<file path="config.mk">
export PLATFORM = sky130hd
export DESIGN_NAME = pport_mode_neg
export DESIGN_NICKNAME = d
export VERILOG_FILES = /design/src/rtl/pmn_pkg.sv /design/src/rtl/pmn_tick_timer.sv /design/src/rtl/pmn_status_match.sv /design/src/rtl/pport_mode_neg.sv
export SDC_FILE = /design/constraint.sdc
export NUM_CORES = 1
export LEC_CHECK = 0
export BUFFER_PORTS_ARGS = -buffer_cell sky130_fd_sc_hd__clkbuf_2
export CAP_MARGIN = 20
export CORE_UTILIZATION = 30
export DETAILED_ROUTE_END_ITERATION = 10
export PLACE_DENSITY_LB_ADDON = 0.3
export SLEW_MARGIN = 20
export SYNTH_ARGS = -nofsm -noshare
export SYNTH_HDL_FRONTEND = slang
export SYNTH_SLANG_ARGS = --single-unit
export TNS_END_PERCENT = 50
</file>
<file path="constraint.sdc">
create_clock -name clk -period 2.8 [get_ports clk]
set_input_delay 0.56 -clock clk [delete_from_list [all_inputs] [get_ports clk]]
set_output_delay 0.56 -clock clk [all_outputs]
set_load 0.01 [all_outputs]
</file>
<file path="src/rtl/pmn_pkg.sv">
package pmn_pkg;

    typedef enum logic [1:0] {
        RES_ACCEPT  = 2'd0,
        RES_REJECT  = 2'd1,
        RES_TIMEOUT = 2'd2,
        RES_FAULT   = 2'd3
    } result_e;

    typedef enum logic [2:0] {
        ST_IDLE,
        ST_N_SETUP,
        ST_N_RESP,
        ST_N_STROBE,
        ST_N_LATCH,
        ST_T_RESP,
        ST_T_ACK
    } state_e;

    typedef enum logic [1:0] {
        CHK_NEG_RESP,
        CHK_ACK_HIGH,
        CHK_TERM_RESP
    } check_e;

    typedef struct packed {
        state_e     st;
        logic [7:0] data;
        logic       sel;
        logic       feed;
        logic       stb;
        logic       init;
        logic       ext;
        logic       done;
        result_e    res;
    } ctrl_s;

endpackage

</file>
<file path="src/rtl/pmn_tick_timer.sv">
module pmn_tick_timer #(
    parameter int CW = 3
) (
    input  logic          clk,
    input  logic          rst_n,
    input  logic          clear_i,
    input  logic          tick_i,
    input  logic [CW-1:0] limit_i,
    output logic          last_o
);
    logic [CW-1:0] cnt_q, cnt_d;
    logic [CW:0]   nxt;

    assign nxt    = {1'b0, cnt_q} + {{CW{1'b0}}, 1'b1};
    // The tick that brings the count up to the limit is the last one.
    assign last_o = tick_i && (nxt == {1'b0, limit_i});

    always_comb begin
        cnt_d = cnt_q;
        if (clear_i) begin
            cnt_d = '0;
        end else if (tick_i && !last_o) begin
            cnt_d = nxt[CW-1:0];
        end
    end

    always_ff @(posedge clk) begin
        if (!rst_n) cnt_q <= '0;
        else        cnt_q <= cnt_d;
    end
endmodule

</file>
<file path="src/rtl/pmn_status_match.sv">
module pmn_status_match
    import pmn_pkg::*;
(
    input  check_e chk_i,
    input  logic   ack_i,
    input  logic   busy_i,
    input  logic   perr_i,
    input  logic   online_i,
    input  logic   fault_i,
    output logic   ok_o
);
    always_comb begin
        unique case (chk_i)
            CHK_NEG_RESP:  ok_o = perr_i && online_i && fault_i && !ack_i;
            CHK_TERM_RESP: ok_o = busy_i && fault_i && !ack_i;
            default:       ok_o = ack_i;
        endcase
    end
endmodule

</file>
<file path="src/rtl/pport_mode_neg.sv">
module pport_mode_neg
    import pmn_pkg::*;
#(
    parameter int SETUP_TICKS  = 1,
    parameter int RESP_TICKS   = 6,
    parameter int LATCH_TICKS  = 7,
    parameter int STROBE_TICKS = 1
) (
    input  logic       clk,
    input  logic       rst_n,
    input  logic       tick_i,
    input  logic       neg_req_i,
    input  logic       term_req_i,
    input  logic [7:0] req_byte_i,
    output logic [7:0] data_o,
    output logic       line_sel_o,
    output logic       line_feed_o,
    output logic       line_stb_o,
    output logic       line_init_o,
    input  logic       line_ack_i,
    input  logic       line_busy_i,
    input  logic       line_perr_i,
    input  logic       line_online_i,
    input  logic       line_fault_i,
    output logic       busy_o,
    output logic       done_o,
    output logic [1:0] result_o,
    output logic       ext_mode_o
);
    localparam int MAX_A = (SETUP_TICKS > STROBE_TICKS) ? SETUP_TICKS : STROBE_TICKS;
    localparam int MAX_B = (RESP_TICKS > LATCH_TICKS) ? RESP_TICKS : LATCH_TICKS;
    localparam int MAXT  = (MAX_A > MAX_B) ? MAX_A : MAX_B;
    localparam int CW    = $clog2(MAXT + 1);

    ctrl_s         q, n;
    check_e        chk;
    logic [CW-1:0] lim;
    logic          last_tick, cond_ok, tmr_clear;

    // Limit and status condition for the phase held in q.st.
    always_comb begin
        chk = CHK_ACK_HIGH;
        lim = CW'(1);
        unique case (q.st)
            ST_N_SETUP:  lim = CW'(SETUP_TICKS);
            ST_N_RESP:   begin lim = CW'(RESP_TICKS);   chk = CHK_NEG_RESP;  end
            ST_N_STROBE: lim = CW'(STROBE_TICKS);
            ST_N_LATCH:  lim = CW'(LATCH_TICKS);
            ST_T_RESP:   begin lim = CW'(LATCH_TICKS);  chk = CHK_TERM_RESP; end
            ST_T_ACK:    lim = CW'(RESP_TICKS);
            default:     lim = CW'(1);
        endcase
    end

    pmn_status_match u_match (
        .chk_i    (chk),
        .ack_i    (line_ack_i),
        .busy_i   (line_busy_i),
        .perr_i   (line_perr_i),
        .online_i (line_online_i),
        .fault_i  (line_fault_i),
        .ok_o     (cond_ok)
    );

    pmn_tick_timer #(.CW(CW)) u_timer (
        .clk     (clk),
        .rst_n   (rst_n),
        .clear_i (tmr_clear),
        .tick_i  (tick_i),
        .limit_i (lim),
        .last_o  (last_tick)
    );

    // Each phase starts with a fresh count.
    assign tmr_clear = (n.st != q.st);

    always_comb begin
        n      = q;
        n.done = 1'b0;
        unique case (q.st)
            ST_IDLE: begin
                if (term_req_i) begin
                    n.st   = ST_T_RESP;
                    n.sel  = 1'b0;
                    n.feed = 1'b1;
                    n.stb  = 1'b1;
                    n.init = 1'b1;
                    n.ext  = 1'b0;
                end else if (neg_req_i) begin
                    if (q.sel) begin
                        n.done = 1'b1;
                        n.res  = RES_FAULT;
                    end else begin
                        n.st   = ST_N_SETUP;
                        n.data = req_byte_i;
                    end
                end
            end
            ST_N_SETUP: begin
                if (last_tick) begin
                    n.st   = ST_N_RESP;
                    n.sel  = 1'b1;
                    n.feed = 1'b0;
                end
            end
            ST_N_RESP: begin
                if (cond_ok) begin
                    n.st  = ST_N_STROBE;
                    n.stb = 1'b0;
                end else if (last_tick) begin
                    n.st   = ST_IDLE;
                    n.done = 1'b1;
                    n.res  = RES_TIMEOUT;
                end
            end
            ST_N_STROBE: begin
                if (last_tick) begin
                    n.st   = ST_N_LATCH;
                    n.stb  = 1'b1;
                    n.feed = 1'b1;
                end
            end
            ST_N_LATCH: begin
                if (cond_ok) begin
                    n.st   = ST_IDLE;
                    n.done = 1'b1;
                    if (q.data == 8'h00 || line_online_i) begin
                        n.res = RES_ACCEPT;
                        n.ext = 1'b1;
                    end else begin
                        n.res = RES_REJECT;
                    end
                end else if (last_tick) begin
                    n.st   = ST_IDLE;
                    n.done = 1'b1;
                    n.res  = RES_FAULT;
                end
            end
            ST_T_RESP: begin
                if (cond_ok) begin
                    n.st   = ST_T_ACK;
                    n.feed = 1'b0;
                end else if (last_tick) begin
                    n.st   = ST_IDLE;
                    n.done = 1'b1;
                    n.res  = RES_FAULT;
                end
            end
            ST_T_ACK: begin
                if (cond_ok || last_tick) begin
                    n.st   = ST_IDLE;
                    n.feed = 1'b1;
                    n.done = 1'b1;
                    n.res  = cond_ok ? RES_ACCEPT : RES_FAULT;
                end
            end
            default: n.st = ST_IDLE;
        endcase
    end

    always_ff @(posedge clk) begin
        if (!rst_n) begin
            q.st   <= ST_IDLE;
            q.data <= 8'h00;
            q.sel  <= 1'b0;
            q.feed <= 1'b1;
            q.stb  <= 1'b1;
            q.init <= 1'b1;
            q.ext  <= 1'b0;
            q.done <= 1'b0;
            q.res  <= RES_ACCEPT;
        end else begin
            q <= n;
        end
    end

    assign data_o      = q.data;
    assign line_sel_o  = q.sel;
    assign line_feed_o = q.feed;
    assign line_stb_o  = q.stb;
    assign line_init_o = q.init;
    assign busy_o      = (q.st != ST_IDLE);
    assign done_o      = q.done;
    assign result_o    = q.res;
    assign ext_mode_o  = q.ext;
endmodule

</file>
==> summary.md, run 1 <==
| Metric | Value |
|---|---|
| RSZ-0062 raised after global routing | false |
| Switching pwr | 455 uW |
| Height of the die | 70.3 um |
| RR Startpoint | u_timer.cnt_q[0] |
| Worst VDD drop | 206 uV |
| Ant diodes | 0 |
| Vias in the first global route | 1238 |
| Total CTS buffers | 3 |
| Crit path max-delay family | compound AO/OA/AOI/OAI gates |
| Clk_skew | 0.00676 ns |
| Routed vias | 1310 |
| Worst path slowest cell | o221a_1 |
| Relative slew slack | 59.3% |
| Synth Flop Type | dfxtp_1 |
| Synth Register Bits | 21 |
| Slew Limit Fails | 0 |
| IO Pins | 35 |
| Max frequency | 437 MHz |
| Core Util, Final | 35.6% |
| Core Region | 0.00441 sq mm |
| Cell taking the most area after synthesis | dfxtp_1 |
| TritonCTS clock tree | built |
| Syn_area_per_cell | 8.15 sq um |
| CP required | 2.95 ns |
| Via/cell ratio | 5.37 |
| Comb pwr share | 46.5% |
| Initial core utilization | 31.7% |
| Switching Share | 41.5% |
| Longest Clk Path Bufs | 2 |
| Largest net degree at the start of global routing | 24 |
| Overall routing resource usage | 14.7% |
| DR iter-0 viols | 195 |
| CP Cell Sequence | ha_1 -> xor2_1 -> and4_4 -> o221a_1 -> o21ai_1 -> a22oi_2 -> nor3_1 |
| Fin crit period | 2.29 ns |
| Initial DRT Pass Iterations | 4 |
| Final Power | 1.10 mW |
| Syn Inst Count | 172 |
| Least-Margin Pin Slew | 0.606 ns |
| Top post-synthesis cells by area | dfxtp_1 30%, mux2i_1 6.4%, buf_4 5.9% |
| Cell Rows | 24 |
| Top-area cell type share of the netlist area | 30.0% |
| Die area | 0.00495 sq mm |
| Count leader, synth | dfxtp_1 |
| Setup repair bufs after CTS | 0 |
| Run status | completed |
| Synth-to-layout area growth | 12.1% |
| Crit path launch | u_timer.cnt_q[0] |
| Final Cycle Share | 81.7% |
| Gpl congestion | 0.825 |
| Layout net count | 212 |
| # setup viols final | 0 |
| First-pass GRT wire length | 5.83 mm |
| Antenna-violating nets left | 0 |
| Worst-skew pair later-pin latency | 0.27 ns |
| Fin Setup TNS | 0 ns |
| CP Buf/Inv Count | 0 |
| Syn_nets | 191 |
| Yosys synthesis warning count | 0 |
| CTS Root Cell | clkbuf_8 |
| Worst-path fanout max | 10 |
| Int Pwr | 641 uW |
| PortBufs | 33 |
| Synth cell types | 47 |
| Worst Setup Start Kind | flip-flop |
| Hold-fix buffers, CTS | 0 |
| DRC violations left | 0 |
| Pwr Density | 697 mW/mm^2 |
| Post-synth EDFFs | 0 |
| Placed wire-length estimate | 2.55 mm |
| Post-route cell area | 0.00157 sq mm |
| Critical path type | flip-flop to flip-flop |
| Final Hold Fails | 0 |
| Sequential share of the synthesized area | 30.0% |
| Post-cts sizing count | 0 |
| Die Wd | 70.3 um |
| Clock Power Share | 19.0% |
| Worst EP arrival | 2.44 ns |
| Leak | 0.674 nW |
| Post-DP Area | 0.00152 sq mm |
| Hold path cells | 2 |
| Hold wc startpoint | ext_mode_o |
| Commonest cells post-synth | 21 x dfxtp_1, 15 x nor2_1, 14 x nor3_1, 13 x a21oi_1, 13 x nand2_1 |
| Max incr delay on CP | 0.47 ns |
| HP Class | flip-flop to flip-flop |
| Clock transition at the registers of the reported paths | 0.08 ns |
| Gr ovfl total | 0 |
| Asr flop ratio synth | 0% |
| Antenna violations before repair | 0 |
| Routed wire length | 3.37 mm |
| H-tree depth | 1 |
| WL per Instance | 13.8 um |
| Register share of total power | 34.5% |
| Critical path capture point type | flip-flop |
| Max-Cap Viols | 0 |
| Proportion of layout cells with a drive suffix above 1 | 24.5% |
| Final cell count without fillers | 244 |
| Worst r2r path cells | 7 |
| Levels on crit path | 7 |
| CTS sink cnt | 21 |
| Inst Count DP | 240 |
| Mapped Area | 0.00140 sq mm |
kinds of logic (layout without fill, tap and decap cells):
kind of cell / count (synthesis) / count (layout) / synth area share [%]
xor+xnor: 3 / 3 / 1.88
compound gates: 45 / 45 / 24.5
buf+inv: 26 / 46 / 11.0
other cells: 1 / 1 / 0.268
mux: 10 / 10 / 7.23
flops: 21 / 21 / 30.0
simple gates: 65 / 65 / 24.3
fa+ha+maj: 1 / 1 / 0.893
state kept, by name, summed over array words and instances (netlist names):
name,cells
data_o,8
done_o,1
ext_mode_o,1
line_feed_o,1
line_sel_o,1
line_stb_o,1
q,3
result_o,2
u_timer.cnt_q,3
worst register-to-register path, delay by kind of cell, from the launching register on:
kind	cells	cell delay (ns)
flip-flops	1	0.39
AND/OR/NAND/NOR	2	0.39
AO/OA/AOI/OAI	3	0.87
XOR/XNOR	1	0.32
adder cells (fa/ha/maj)	1	0.20
layer usage:
metal / vias to the layer above / track usage, % / part of all wire [%]
li1: 660 / - / -
met3: 5 / 2.60 / 4.0
met1: 609 / 20.6 / 51
met5: - / 0 / 0
met4: 0 / 6.00 / 1.5
met2: 36 / 21.9 / 43
stage by stage:
step,hold WS [ns],setup WS [ns]
after CTS,0.512,0.544
after global placement,0.473,0.548
final,0.511,0.511
after floorplan,0.488,0.862
after global routing,0.534,0.367
after detailed placement,0.488,0.559
worst paths after layout:
| check | endpoint | slack [ns] |
|---|---|---|
| worst min register to register | ext_mode_o | 0.51 |
| worst max register to register | u_timer.cnt_q[1] | 0.51 |
| worst max-delay path | u_timer.cnt_q[1] | 0.51 |
| worst min-delay path | ext_mode_o | 0.51 |
cell usage in the layout, fill, tap and decap left out, types with 2 or more instances in the layout:
cell type	n
nor2b_1	2
o21ai_1	3
o21ai_0	5
a31oi_1	2
nand3_1	2
o31ai_1	2
a2bb2oi_1	2
nand3b_1	5
inv_1	6
mux2i_1	9
o22ai_1	3
a21oi_1	13
nand4_1	3
o2bb2ai_1	2
nand2_1	13
clkbuf_8	3
nor2_1	15
buf_4	3
nor3_1	14
clkbuf_2	33
nor4_1	3
dfxtp_1	21
xor2_1	3
power groups by stage:
stage | clock [mW] | combinational, mW | sequential (mW)
6_report | 0.208 | 0.509 | 0.377
5_1_grt | 0.226 | 0.567 | 0.383
4_1_cts | 0.216 | 0.508 | 0.376
3_5_place_dp | 0 | 0.506 | 0.383
3_3_place_gp | 0 | 0.514 | 0.383
2_1_floorplan | 0 | 0.410 | 0.378
cell type report:
class | count | area, sq um
fill | 455 | 2840
multi-input combinational | 125 | 827
sequential | 21 | 420
timing repair buffer | 36 | 188
tap | 52 | 65.1
clock buffer | 3 | 41.3
inverter | 6 | 22.5
clock inverter | 1 | 7.51
Power figures use the tool's default switching activity.
==> run 2, diff against run 1 <==
--- a/config.mk
+++ b/config.mk
@@ -5,6 +5,7 @@
 export SDC_FILE = /design/constraint.sdc
 export NUM_CORES = 1
 export LEC_CHECK = 0
+export ABC_AREA = 1
 export BUFFER_PORTS_ARGS = -buffer_cell sky130_fd_sc_hd__clkbuf_2
 export CAP_MARGIN = 20
 export CORE_UTILIZATION = 30
==> constraint.sdc (replaced) <==
create_clock -name clk -period 1.9 [get_ports clk]
set_input_delay 0.38 -clock clk [delete_from_list [all_inputs] [get_ports clk]]
set_output_delay 0.38 -clock clk [all_outputs]
set_load 0.01 [all_outputs]
==> run 2 against run 1 <==
  * Worst setup slack lost 0.38 ns
  * Register-to-register slack lost 0.38 ns
  * Combinational power grew 100%
  * Critical path depth grew 6
  * Utilization grew 2.7 points
  * Clock skew grew 0.0059 ns
  * Synthesized cell count grew 33%
  * Maximum frequency grew 29%
  * Critical endpoint is now u_timer.cnt_q[2]
  * Largest power group unchanged
==> summary.md, run 2 <==
| Metric | Value |
|---|---|
| Layout net count | 282 (was 212) |
| # setup viols final | 0 (unchanged) |
| Sequential share of the synthesized area | 28.2% (was 30.0%) |
| Fin crit period | 1.77 ns (was 2.29 ns) |
| Worst VDD drop | 359 uV (was 206 uV) |
| Worst path most repeated cell | nand3_2 |
| H-tree depth | 1 (unchanged) |
| Yosys synthesis warning count | 0 (unchanged) |
| WHS Endpoint | data_o[3] (was ext_mode_o) |
| Critical path type | flip-flop to flip-flop (unchanged) |
| RR Startpoint | q[17] (was u_timer.cnt_q[0]) |
| Count leader, synth | nand2_1 (was dfxtp_1) |
| Most common cell after layout, fill and taps aside | nand2_1 (was clkbuf_2) |
| Critical path capture point type | flip-flop (unchanged) |
| CTS Root Cell | clkbuf_8 (unchanged) |
| PortBufs | 33 (unchanged) |
| Inst Count DP | 324 (was 240) |
| Routed wire length | 3.62 mm (was 3.37 mm) |
| Worst-skew pair later-pin latency | 0.27 ns (about the same) |
| Mapped Area | 0.00149 sq mm (was 0.00140 sq mm) |
| Gr ovfl total | 0 (unchanged) |
| Post-Place Worst Slack | -0.0592 ns (was 0.559 ns) |
| Fin Setup TNS | 0 ns (unchanged) |
| Worst-path fanout max | 6 (was 10) |
| Final Hold Fails | 0 (unchanged) |
| Max incr delay on CP | 0.32 ns (was 0.47 ns) |
| Die Wd | 72.5 um (was 70.3 um) |
| Clk_skew | 0.0126 ns (was 0.00676 ns) |
| Worst Setup Start Kind | flip-flop (unchanged) |
| DR iter-0 viols | 84 (was 195) |
| Syn_nets | 247 (was 191) |
| RSZ-0062 raised after global routing | true (was false) |
| Commonest cells post-synth | 42 x nand2_1, 40 x nor2_1, 34 x inv_1, 21 x dfxtp_1, 14 x o21ai_0 (was 21 x dfxtp_1, 15 x nor2_1, 14 x nor3_1, 13 x a21oi_1, 13 x nand2_1) |
| Overall routing resource usage | 14.4% (was 14.7%) |
| Initial core utilization | 31.3% (was 31.7%) |
| Hold-fix buffers, CTS | 0 (unchanged) |
| Longest Clk Path Bufs | 2 (unchanged) |
| Initial DRT Pass Iterations | 7 (was 4) |
| Commonest cells after routing, fill and taps aside | 40 x nand2_1, 36 x nor2_1, 33 x inv_1, 33 x clkbuf_2, 17 x dfxtp_1 (was 33 x clkbuf_2, 21 x dfxtp_1, 15 x nor2_1) |
| Clock transition at the registers of the reported paths | 0.08 ns (about the same) |
| Largest net degree at the start of global routing | 14 (was 24) |
| Top-area cell type share of the netlist area | 28.2% (was 30.0%) |
| DRC violations left | 0 (unchanged) |
| Max reg flops | 8 (unchanged) |
| Synth cell types | 30 (was 47) |
| Fin worst setup slack | 0.133 ns (was 0.511 ns) |
| Core Region | 0.00475 sq mm (was 0.00441 sq mm) |
| Total CTS buffers | 3 (unchanged) |
| CP Cell Sequence | inv_2 -> nand3_2 -> a21oi_2 -> nand2_2 -> nand2_4 -> inv_2 -> nand2_4 -> nand2_2 -> nand3_2 -> nor2_1 -> nor2_2 -> nand3_2 -> nor2_1 (was ha_1 -> xor2_1 -> and4_4 -> o221a_1 -> o21ai_1 -> a22oi_2 -> nor3_1) |
| R2r setup slk | 0.13 ns (was 0.51 ns) |
| Worst EP arrival | 1.97 ns (was 2.44 ns) |
| Max-Cap Viols | 0 (unchanged) |
| Gpl congestion | 0.916 (was 0.825) |
| Height of the die | 72.5 um (was 70.3 um) |
| Syn_area_per_cell | 6.53 sq um (was 8.15 sq um) |
| CP required | 2.10 ns (was 2.95 ns) |
| Core Util, Final | 38.3% (was 35.6%) |
| Ant diodes | 0 (unchanged) |
| HP Class | input pin to flip-flop (was flip-flop to flip-flop) |
| Final Cycle Share | 93.0% (was 81.7%) |
| RR Endpoint | u_timer.cnt_q[2] (was u_timer.cnt_q[1]) |
| Top post-synthesis cells by area | dfxtp_1 28%, nand2_1 11%, nor2_1 10% (was dfxtp_1 30%, mux2i_1 6.4%, buf_4 5.9%) |
| Vias in the first global route | 1376 (was 1238) |
| Worst path slowest cell | dfxtp_1 (was o221a_1) |
| Cell taking the most area after synthesis | dfxtp_1 (unchanged) |
| Syn Inst Count | 228 (was 172) |
| Routed vias | 1476 (was 1310) |
| Placed wire-length estimate | 2.95 mm (was 2.55 mm) |
| Proportion of layout cells with a drive suffix above 1 | 34.0% (was 24.5%) |
| First-pass GRT wire length | 5.91 mm (was 5.83 mm) |
| TritonCTS clock tree | built (unchanged) |
| Antenna-violating nets left | 0 (unchanged) |
| Synth Flop Type | dfxtp_1 (unchanged) |
| Final Power | 1.96 mW (was 1.10 mW) |
| Antenna violations before repair | 0 (unchanged) |
| Hold wc startpoint | req_byte_i[3] (was ext_mode_o) |
| Asr flop ratio synth | 0% (unchanged) |
| Cell Rows | 25 (was 24) |
| Die area | 0.00525 sq mm (was 0.00495 sq mm) |
| Crit path max-delay family | simple AND/OR/NAND/NOR gates (was compound AO/OA/AOI/OAI gates) |
| CP Buf/Inv Count | 2 (was 0) |
| Via/cell ratio | 4.49 (was 5.37) |
| IO Pins | 35 (unchanged) |
| Synth-to-layout area growth | 22.3% (was 12.1%) |
| Run status | completed (unchanged) |
| Final cell count without fillers | 329 (was 244) |
| Leak | 0.923 nW (was 0.674 nW) |
| WL per Instance | 11.0 um (was 13.8 um) |
| Max frequency | 566 MHz (was 437 MHz) |
| Slew Limit Fails | 0 (unchanged) |
| Hold path cells | 3 (was 2) |
| Worst r2r path cells | 13 (was 7) |
| Pwr Density | 1070 mW/mm^2 (was 697 mW/mm^2) |
| Synth Register Bits | 21 (unchanged) |
| Post-synth EDFFs | 0 (unchanged) |
| CTS sink cnt | 21 (unchanged) |
[run 2: cell count changes in the layout (fill, tap and decap cells not counted), sizes merged, moves of 7 or more]
cell,previous run,this run
buf,3,10
inv,6,38
mux2i,9,0
nand2,13,53
nand3,2,19
nor2,15,43
nor3,14,1
o21ai,8,15
[run 2: logic make-up after synthesis]
family                     synth area share [%]
and+or+nand+nor                            42.8
buffers and inverters                      15.9
muxes                                     0.756
DFF                                        28.2
AOI/OAI and AO/OA                          10.7
adders and majority gates                 0.840
other                                     0.252
xor gates and xnor gates                  0.588
[run 2: report_power, final]
| group | switching [mW] | total, mW | leakage (nW) | internal, mW |
|---|---|---|---|---|
| Clock | 0.149 | 0.297 | 0.0217 | 0.148 |
| Combinational | 0.635 | 1.04 | 0.727 | 0.401 |
| Sequential | 0.0885 | 0.623 | 0.174 | 0.534 |
| Total | 0.873 | 1.96 | 0.923 | 1.08 |
[run 2: worst max-delay path by stage]
stage                      from          endpoint  slack [ns]  cells past startpoint
6_report                  q[17]  u_timer.cnt_q[2]        0.13                     13
5_1_grt        u_timer.cnt_q[0]  u_timer.cnt_q[2]      -0.005                     15
4_1_cts                   q[18]       line_feed_o        0.04                     11
3_5_place_dp              q[16]       line_feed_o       -0.06                     11
3_3_place_gp              q[16]       line_feed_o       -0.04                     11
2_1_floorplan  u_timer.cnt_q[0]  u_timer.cnt_q[0]        0.24                     14
[run 2: layer usage]
| layer | vias up | GRT usage, % | wire length [um] |
|---|---|---|---|
| li1 | 778 | - | - |
| met1 | 654 | 18.5 | 1720 |
| met2 | 40 | 24.0 | 1640 |
| met3 | 4 | 1.67 | 209 |
| met4 | 0 | 6.54 | 55 |
| met5 | - | 0 | 0 |
[run 2: final cells by class]
cell class | instances | area (sq um)
flip-flops and latches | 21 | 430
repair buffers | 43 | 240
clock inverters | 1 | 7.51
clock buffers | 3 | 41.3
inverters | 38 | 143
multi-input cells | 156 | 875
fillers | 543 | 2930
well taps | 67 | 83.8
[run 2: worst min-delay path, delay by kind of cell]
family                 cells  cell delay, ns
buffers and inverters      1            0.07
AND/OR/NAND/NOR            1            0.07
AO/OA/AOI/OAI              1            0.07
[run 2: through the flow]
stage / hold WS (ns) / area [sq um]
floorplan: 0.469 / 1490
global placement: 0.437 / 1710
detailed placement: 0.442 / 1710
CTS: 0.346 / 1760
global route: 0.380 / 1820
finish: 0.349 / 1820
[run 2: timing repair]
action / CTS / global route
endpoints found under the setup margin: 4 / 5
setup buffers: 0 / 1
resized for setup: 1 / 16
pin swaps: 0 / 5
